### config.mk
export PLATFORM = sky130hd
export DESIGN_NAME = stag_alu
export DESIGN_NICKNAME = d
export VERILOG_FILES = /design/src/rtl/stag_alu_pkg.sv /design/src/rtl/stag_half_slice.sv /design/src/rtl/stag_flag_gen.sv /design/src/rtl/stag_alu.sv
export SDC_FILE = /design/constraint.sdc
export NUM_CORES = 1
export LEC_CHECK = 0
export BUFFER_PORTS_ARGS = -buffer_cell sky130_fd_sc_hd__buf_2
export CAP_MARGIN = 20
export CORE_ASPECT_RATIO = 1.5
export CORE_UTILIZATION = 55
export DETAILED_ROUTE_END_ITERATION = 6
export PLACE_DENSITY = 0.8
export RECOVER_POWER = 100
export SLEW_MARGIN = 20
export SYNTH_ARGS = -nofsm -noshare
export SYNTH_HDL_FRONTEND = slang
export SYNTH_SLANG_ARGS = --single-unit
### constraint.sdc
create_clock -name clk_i -period 4.7 [get_ports clk_i]
set_input_delay 0.94 -clock clk_i [delete_from_list [all_inputs] [get_ports clk_i]]
set_output_delay 0.94 -clock clk_i [all_outputs]
set_load 0.005 [all_outputs]
### src/rtl/stag_alu_pkg.sv
package stag_alu_pkg;
  typedef enum logic [2:0] {
    OP_ADD = 3'd0,
    OP_SUB = 3'd1,
    OP_AND = 3'd2,
    OP_OR  = 3'd3,
    OP_XOR = 3'd4
  } alu_op_e;

  localparam int unsigned FLAG_W = 4;
endpackage

### src/rtl/stag_half_slice.sv
module stag_half_slice
  import stag_alu_pkg::*;
#(
  parameter int unsigned HW = 16
) (
  input  alu_op_e         op_i,
  input  logic [HW-1:0]   a_i,
  input  logic [HW-1:0]   b_i,
  input  logic            cin_i,
  output logic [HW-1:0]   res_o,
  output logic            cout_o,
  output logic            ovf_o
);
  logic [HW-1:0] b_x;
  logic [HW:0]   sum;
  logic          arith;

  always_comb begin
    arith  = (op_i == OP_ADD) || (op_i == OP_SUB);
    b_x    = (op_i == OP_SUB) ? ~b_i : b_i;
    sum    = {1'b0, a_i} + {1'b0, b_x} + {{HW{1'b0}}, cin_i};
    case (op_i)
      OP_ADD, OP_SUB: res_o = sum[HW-1:0];
      OP_AND:         res_o = a_i & b_i;
      OP_OR:          res_o = a_i | b_i;
      OP_XOR:         res_o = a_i ^ b_i;
      default:        res_o = '0;
    endcase
    cout_o = arith & sum[HW];
    ovf_o  = arith & (a_i[HW-1] == b_x[HW-1]) & (sum[HW-1] != a_i[HW-1]);
  end
endmodule

### src/rtl/stag_flag_gen.sv
module stag_flag_gen
  import stag_alu_pkg::*;
#(
  parameter int unsigned W = 32
) (
  input  logic [W-1:0]      res_i,
  input  logic              cout_i,
  input  logic              ovf_i,
  output logic [FLAG_W-1:0] flags_o
);
  always_comb flags_o = {res_i[W-1], (res_i == '0), cout_i, ovf_i};
endmodule

### src/rtl/stag_alu.sv
module stag_alu
  import stag_alu_pkg::*;
#(
  parameter int unsigned W = 32
) (
  input  logic                  clk_i,
  input  logic                  rst_ni,
  input  logic                  valid_i,
  input  logic [2:0]            op_i,
  input  logic [W-1:0]          a_i,
  input  logic [W-1:0]          b_i,
  input  logic                  byp_a_i,
  input  logic                  byp_b_i,
  output logic                  lo_vld_o,
  output logic [W/2-1:0]        lo_o,
  output logic                  hi_vld_o,
  output logic [W/2-1:0]        hi_o,
  output logic [W-1:0]          res_o,
  output logic                  flag_vld_o,
  output logic [FLAG_W-1:0]     flags_o
);
  localparam int unsigned HW = W / 2;

  alu_op_e op_in;
  assign op_in = alu_op_e'(op_i);

  // stage 1: low half
  logic          s1_vld, s1_byp_a, s1_byp_b, c_lo_q;
  alu_op_e       s1_op;
  logic [HW-1:0] s1_ahi, s1_bhi, lo_q;
  // stage 2: high half
  logic          s2_vld, co_q, ov_q;
  logic [HW-1:0] hi_q, lo_d;
  // stage 3: flags
  logic              s3_vld;
  logic [FLAG_W-1:0] flags_q;

  logic [HW-1:0] lo_a, lo_b, lo_res, hi_a, hi_b, hi_res;
  logic          lo_co, lo_ov, hi_co, hi_ov;
  logic [FLAG_W-1:0] flags_d;

  // forwarding muxes: each half takes the previous op's same half
  assign lo_a = byp_a_i  ? lo_q : a_i[HW-1:0];
  assign lo_b = byp_b_i  ? lo_q : b_i[HW-1:0];
  assign hi_a = s1_byp_a ? hi_q : s1_ahi;
  assign hi_b = s1_byp_b ? hi_q : s1_bhi;

  stag_half_slice #(.HW(HW)) u_lo (
    .op_i(op_in), .a_i(lo_a), .b_i(lo_b), .cin_i(op_in == OP_SUB),
    .res_o(lo_res), .cout_o(lo_co), .ovf_o(lo_ov)
  );

  stag_half_slice #(.HW(HW)) u_hi (
    .op_i(s1_op), .a_i(hi_a), .b_i(hi_b), .cin_i(c_lo_q),
    .res_o(hi_res), .cout_o(hi_co), .ovf_o(hi_ov)
  );

  stag_flag_gen #(.W(W)) u_flags (
    .res_i({hi_q, lo_d}), .cout_i(co_q), .ovf_i(ov_q), .flags_o(flags_d)
  );

  always_ff @(posedge clk_i or negedge rst_ni) begin
    if (!rst_ni) begin
      s1_vld   <= 1'b0;
      s1_op    <= OP_ADD;
      s1_ahi   <= '0;
      s1_bhi   <= '0;
      s1_byp_a <= 1'b0;
      s1_byp_b <= 1'b0;
      lo_q     <= '0;
      c_lo_q   <= 1'b0;
    end else begin
      s1_vld   <= valid_i;
      s1_op    <= op_in;
      s1_ahi   <= a_i[W-1:HW];
      s1_bhi   <= b_i[W-1:HW];
      s1_byp_a <= byp_a_i;
      s1_byp_b <= byp_b_i;
      lo_q     <= lo_res;
      c_lo_q   <= lo_co;
    end
  end

  always_ff @(posedge clk_i or negedge rst_ni) begin
    if (!rst_ni) begin
      s2_vld <= 1'b0;
      hi_q   <= '0;
      lo_d   <= '0;
      co_q   <= 1'b0;
      ov_q   <= 1'b0;
    end else begin
      s2_vld <= s1_vld;
      hi_q   <= hi_res;
      lo_d   <= lo_q;
      co_q   <= hi_co;
      ov_q   <= hi_ov;
    end
  end

  always_ff @(posedge clk_i or negedge rst_ni) begin
    if (!rst_ni) begin
      s3_vld  <= 1'b0;
      flags_q <= '0;
    end else begin
      s3_vld  <= s2_vld;
      flags_q <= flags_d;
    end
  end

  assign lo_vld_o   = s1_vld;
  assign lo_o       = lo_q;
  assign hi_vld_o   = s2_vld;
  assign hi_o       = hi_q;
  assign res_o      = {hi_q, lo_d};
  assign flag_vld_o = s3_vld;
  assign flags_o    = flags_q;
endmodule

==> impl_metrics.env <==
export IMPL_run_status="finished, violations left"
export IMPL_violations="capacitance limit, slew limit"
export IMPL_postCtsSetupBuffers=0
export IMPL_yosysWarnings=0
export IMPL_worstMarginPinSlew_ns=1.85
export IMPL_dr_pass1_iters=5
export IMPL_power_frac_clock=0.241
export IMPL_synthAdderAreaFrac=0.179
export IMPL_dp_hpwl_um=13200
export IMPL_critical_path_required_ns=4.89
export IMPL_port_buffers=142
export IMPL_grt_pass1_vias=5882
export IMPL_grt_overflow=0
export IMPL_ys_types=53
export IMPL_clk_latency_ns=0.35
export IMPL_die_width_um=93.5
export IMPL_crit_path_end_kind="register"
export IMPL_cp_start_kind="input pin"
export IMPL_p_switching_uw=1340
export IMPL_antenna_found_initial=0
export IMPL_crit_type="in2reg"
export IMPL_hold_viol=0
export IMPL_drc=0
export IMPL_netlist_top_cells_count="95 x dfrtp_1, 94 x ha_1, 79 x inv_1, 64 x mux2i_1, 53 x a21oi_1"
export IMPL_drt_iter0_drc=170
export IMPL_p_leak_uw=0.00414
export IMPL_yosysSeqAreaShare=0.344
export IMPL_synth_edf_count=0
export IMPL_grt_max_degree=68
export IMPL_synthSimpleGateAreaFrac=0.0735
export IMPL_wl_per_cell_um=17.4
export IMPL_core_um2=12100
export IMPL_hold_buffers=0
export IMPL_timing_fmax_mhz=240
export IMPL_combPwrFrac=0.441
export IMPL_p_total_uw=3450
export IMPL_fin_tns_setup_ns=0
export IMPL_yosysTopAreaCellShare=0.344
export IMPL_cts_resized=0
export IMPL_core_rowCount=49
export IMPL_critPathMaxFanout=13
export IMPL_synth_xor_area_share=0.0684
export IMPL_initial_core_util=0.570
export IMPL_cts_made_buffers=9
export IMPL_p_sw_frac=0.387
export IMPL_regArea_um2=2380
export IMPL_drv_slew=112
export IMPL_routed_wl_um=17400
export IMPL_period_needed_ns=4.16
export IMPL_synthArstFlopShare=1.00
export IMPL_area_growth_pct=14.5
export IMPL_clock_sinks=95
export IMPL_rsz0062_at_grt="false"
export IMPL_synthCells=723
export IMPL_n_antenna_cell=0
export IMPL_gp_congestion=0.954
export IMPL_yosys_area_top_type="dfrtp_1"
export IMPL_setup_viol=0
export IMPL_fin_crit_sh=0.885
export IMPL_io_pins=143
export IMPL_cts_path_max_buffers=2
export IMPL_ant_nets=0
export IMPL_maxSlewHeadroom=-0.244
export IMPL_grt_util_all_layers=0.282
export IMPL_ys_seq_elements=95
export IMPL_p_int_uw=2120
export IMPL_final_net_count=1010
export IMPL_synth_compound_area_frac=0.154
export IMPL_clk_pin_slew_ns=0.07
export IMPL_synth_top_flop_cell="dfrtp_1"
export IMPL_powerDensity_nw_per_um2=436
export IMPL_htree_num_levels=3
export IMPL_clock_skew_ns=0.0103
export IMPL_multi_input_area_um2=3950
export IMPL_drive_gt1_frac=0.168
export IMPL_grt_first_pass_wirelength_um=28300
export IMPL_die_y_um=139
export IMPL_dr_total_vias=5709
export IMPL_pwr_share_seq=0.319
export IMPL_hold_path_class="reg2reg"
export IMPL_n_fill_cell=1038
export IMPL_cap_viol_max_count=3
export IMPL_syn_num_nets=892
export IMPL_design_die_area_um2=13000
export IMPL_yosysMostFrequentCell="dfrtp_1"
export IMPL_clock_root_buffer="clkbuf_16"
export IMPL_synth_top_family_by_area="adder cells"
export IMPL_yosys_top_cells_area="dfrtp_1 34%, ha_1 17%, mux2i_1 9.3%, xnor2_1 5.3%, inv_1 4.3%"
export IMPL_syn_avg_cell_area_um2=9.56
export IMPL_via_per_inst=5.71
export IMPL_synthMuxAreaShare=0.0997
export IMPL_peakVddDrop_mv=0.221
export IMPL_arrival_ns=4.35
export IMPL_synth_area_um2=6910
export IMPL_cts_tree="done"
-- worst paths after layout --
check / startpoint / slack, ns / depth (start not counted) / endpoint
worst max-delay path: byp_b_i / 0.54 / 12 / lo_o[9]$_DFF_PN0_
worst min-delay path: ov_q$_DFF_PN0_ / 0.36 / 0 / flags_o[0]$_DFF_PN0_
worst max register to register: s1_op[2]$_DFF_PN0_ / 0.74 / 14 / hi_o[15]$_DFF_PN0_
worst min register to register: ov_q$_DFF_PN0_ / 0.36 / 0 / flags_o[0]$_DFF_PN0_
max in group asynchronous: rst_ni / 1.51 / 2 / s1_bhi[3]$_DFF_PN0_
min in group asynchronous: rst_ni / 1.03 / 1 / ov_q$_DFF_PN0_
-- cells in the final DEF (no fill, tap or decap), types with 4 or more instances in the layout --
master and n:
a211oi_1 18, a21o_1 5, a21oi_1 53, a31oi_1 6, buf_2 111, buf_4 10
clkbuf_1 33, clkbuf_16 9, dfrtp_1 95, ha_1 94, inv_1 80, mux2i_1 65
nand2_1 27, nand3_1 4, nand4_1 5, nor2_1 52, nor2b_1 4, nor3_1 8
nor4_1 8, o21a_1 6, o21ai_0 37, o221ai_1 7, o31a_1 4, o31ai_1 4
xnor2_1 42, xor2_1 12
-- worst max-delay path, cell delays in order --
cell      delay, ns
clkbuf_1       0.80
clkbuf_1       0.38
mux2i_1        0.45
xnor2_1        0.12
ha_1           0.35
nand2_1        0.10
nor3_1         0.17
inv_1          0.07
o221ai_1       0.33
a31oi_1        0.16
xor2_1         0.25
o221ai_1       0.21
-- area by class of cell --
cell class,count,share of cell area
Clock buffer,11,0.0319
Clock inverter,5,0.0112
Tap cell,153,0.0242
Multi-Input combinational cell,500,0.498
Sequential cell,95,0.300
Timing Repair Buffer,155,0.0959
Inverter,80,0.0379
-- logic make-up (layout without fill, tap and decap cells) --
family | after synthesis | count (layout)
AO/OA/AOI/OAI | 167 | 167
buffers and inverters | 128 | 251
AND/OR/NAND/NOR | 115 | 115
adder cells (fa/ha/maj) | 97 | 97
flip-flops | 95 | 95
multiplexers | 67 | 67
XOR/XNOR | 54 | 54
-- metrics by stage --
step                      instance area (um^2)  hold slack (ns)  cells  setup WS, ns   util
after floorplan                           6910            0.331    723         0.863      -
after global placement                    7660            0.332    983         0.846  0.631
after detailed placement                  7660            0.342    983         0.765  0.631
after CTS                                 8010            0.357    999         0.908  0.659
after global routing                      7920            0.366    999         0.259  0.652
final                                     7920            0.356    999         0.542  0.652
-- power by group through the flow --
stage | Clock, uW | Sequential [uW] | Combinational (uW)
6_report | 831 | 1100 | 1520
3_5_place_dp | 0 | 1110 | 1540
2_1_floorplan | 0 | 1080 | 1110
3_3_place_gp | 0 | 1110 | 1500
4_1_cts | 843 | 1100 | 1550
5_1_grt | 879 | 1120 | 1710
-- per-layer routing --
| layer | global-route usage | part of all wire |
|---|---|---|
| met5 | 0 | 0 |
| met4 | 0.143 | 0.045 |
| met3 | 0.0437 | 0.047 |
| met2 | 0.529 | 0.55 |
| met1 | 0.296 | 0.36 |
-- state kept, by name, summed over array words and instances, names as in the netlist --
register	count
c_lo_q	1
lo_vld_o	1
flags_o	4
flag_vld_o	1
hi_o	16
s1_op	3
lo_o	16
lo_d	16
s1_bhi	16
s1_byp_b	1
ov_q	1
hi_vld_o	1
s1_byp_a	1
s1_ahi	16
co_q	1
Note: power is estimated with default switching activity, not from simulation.
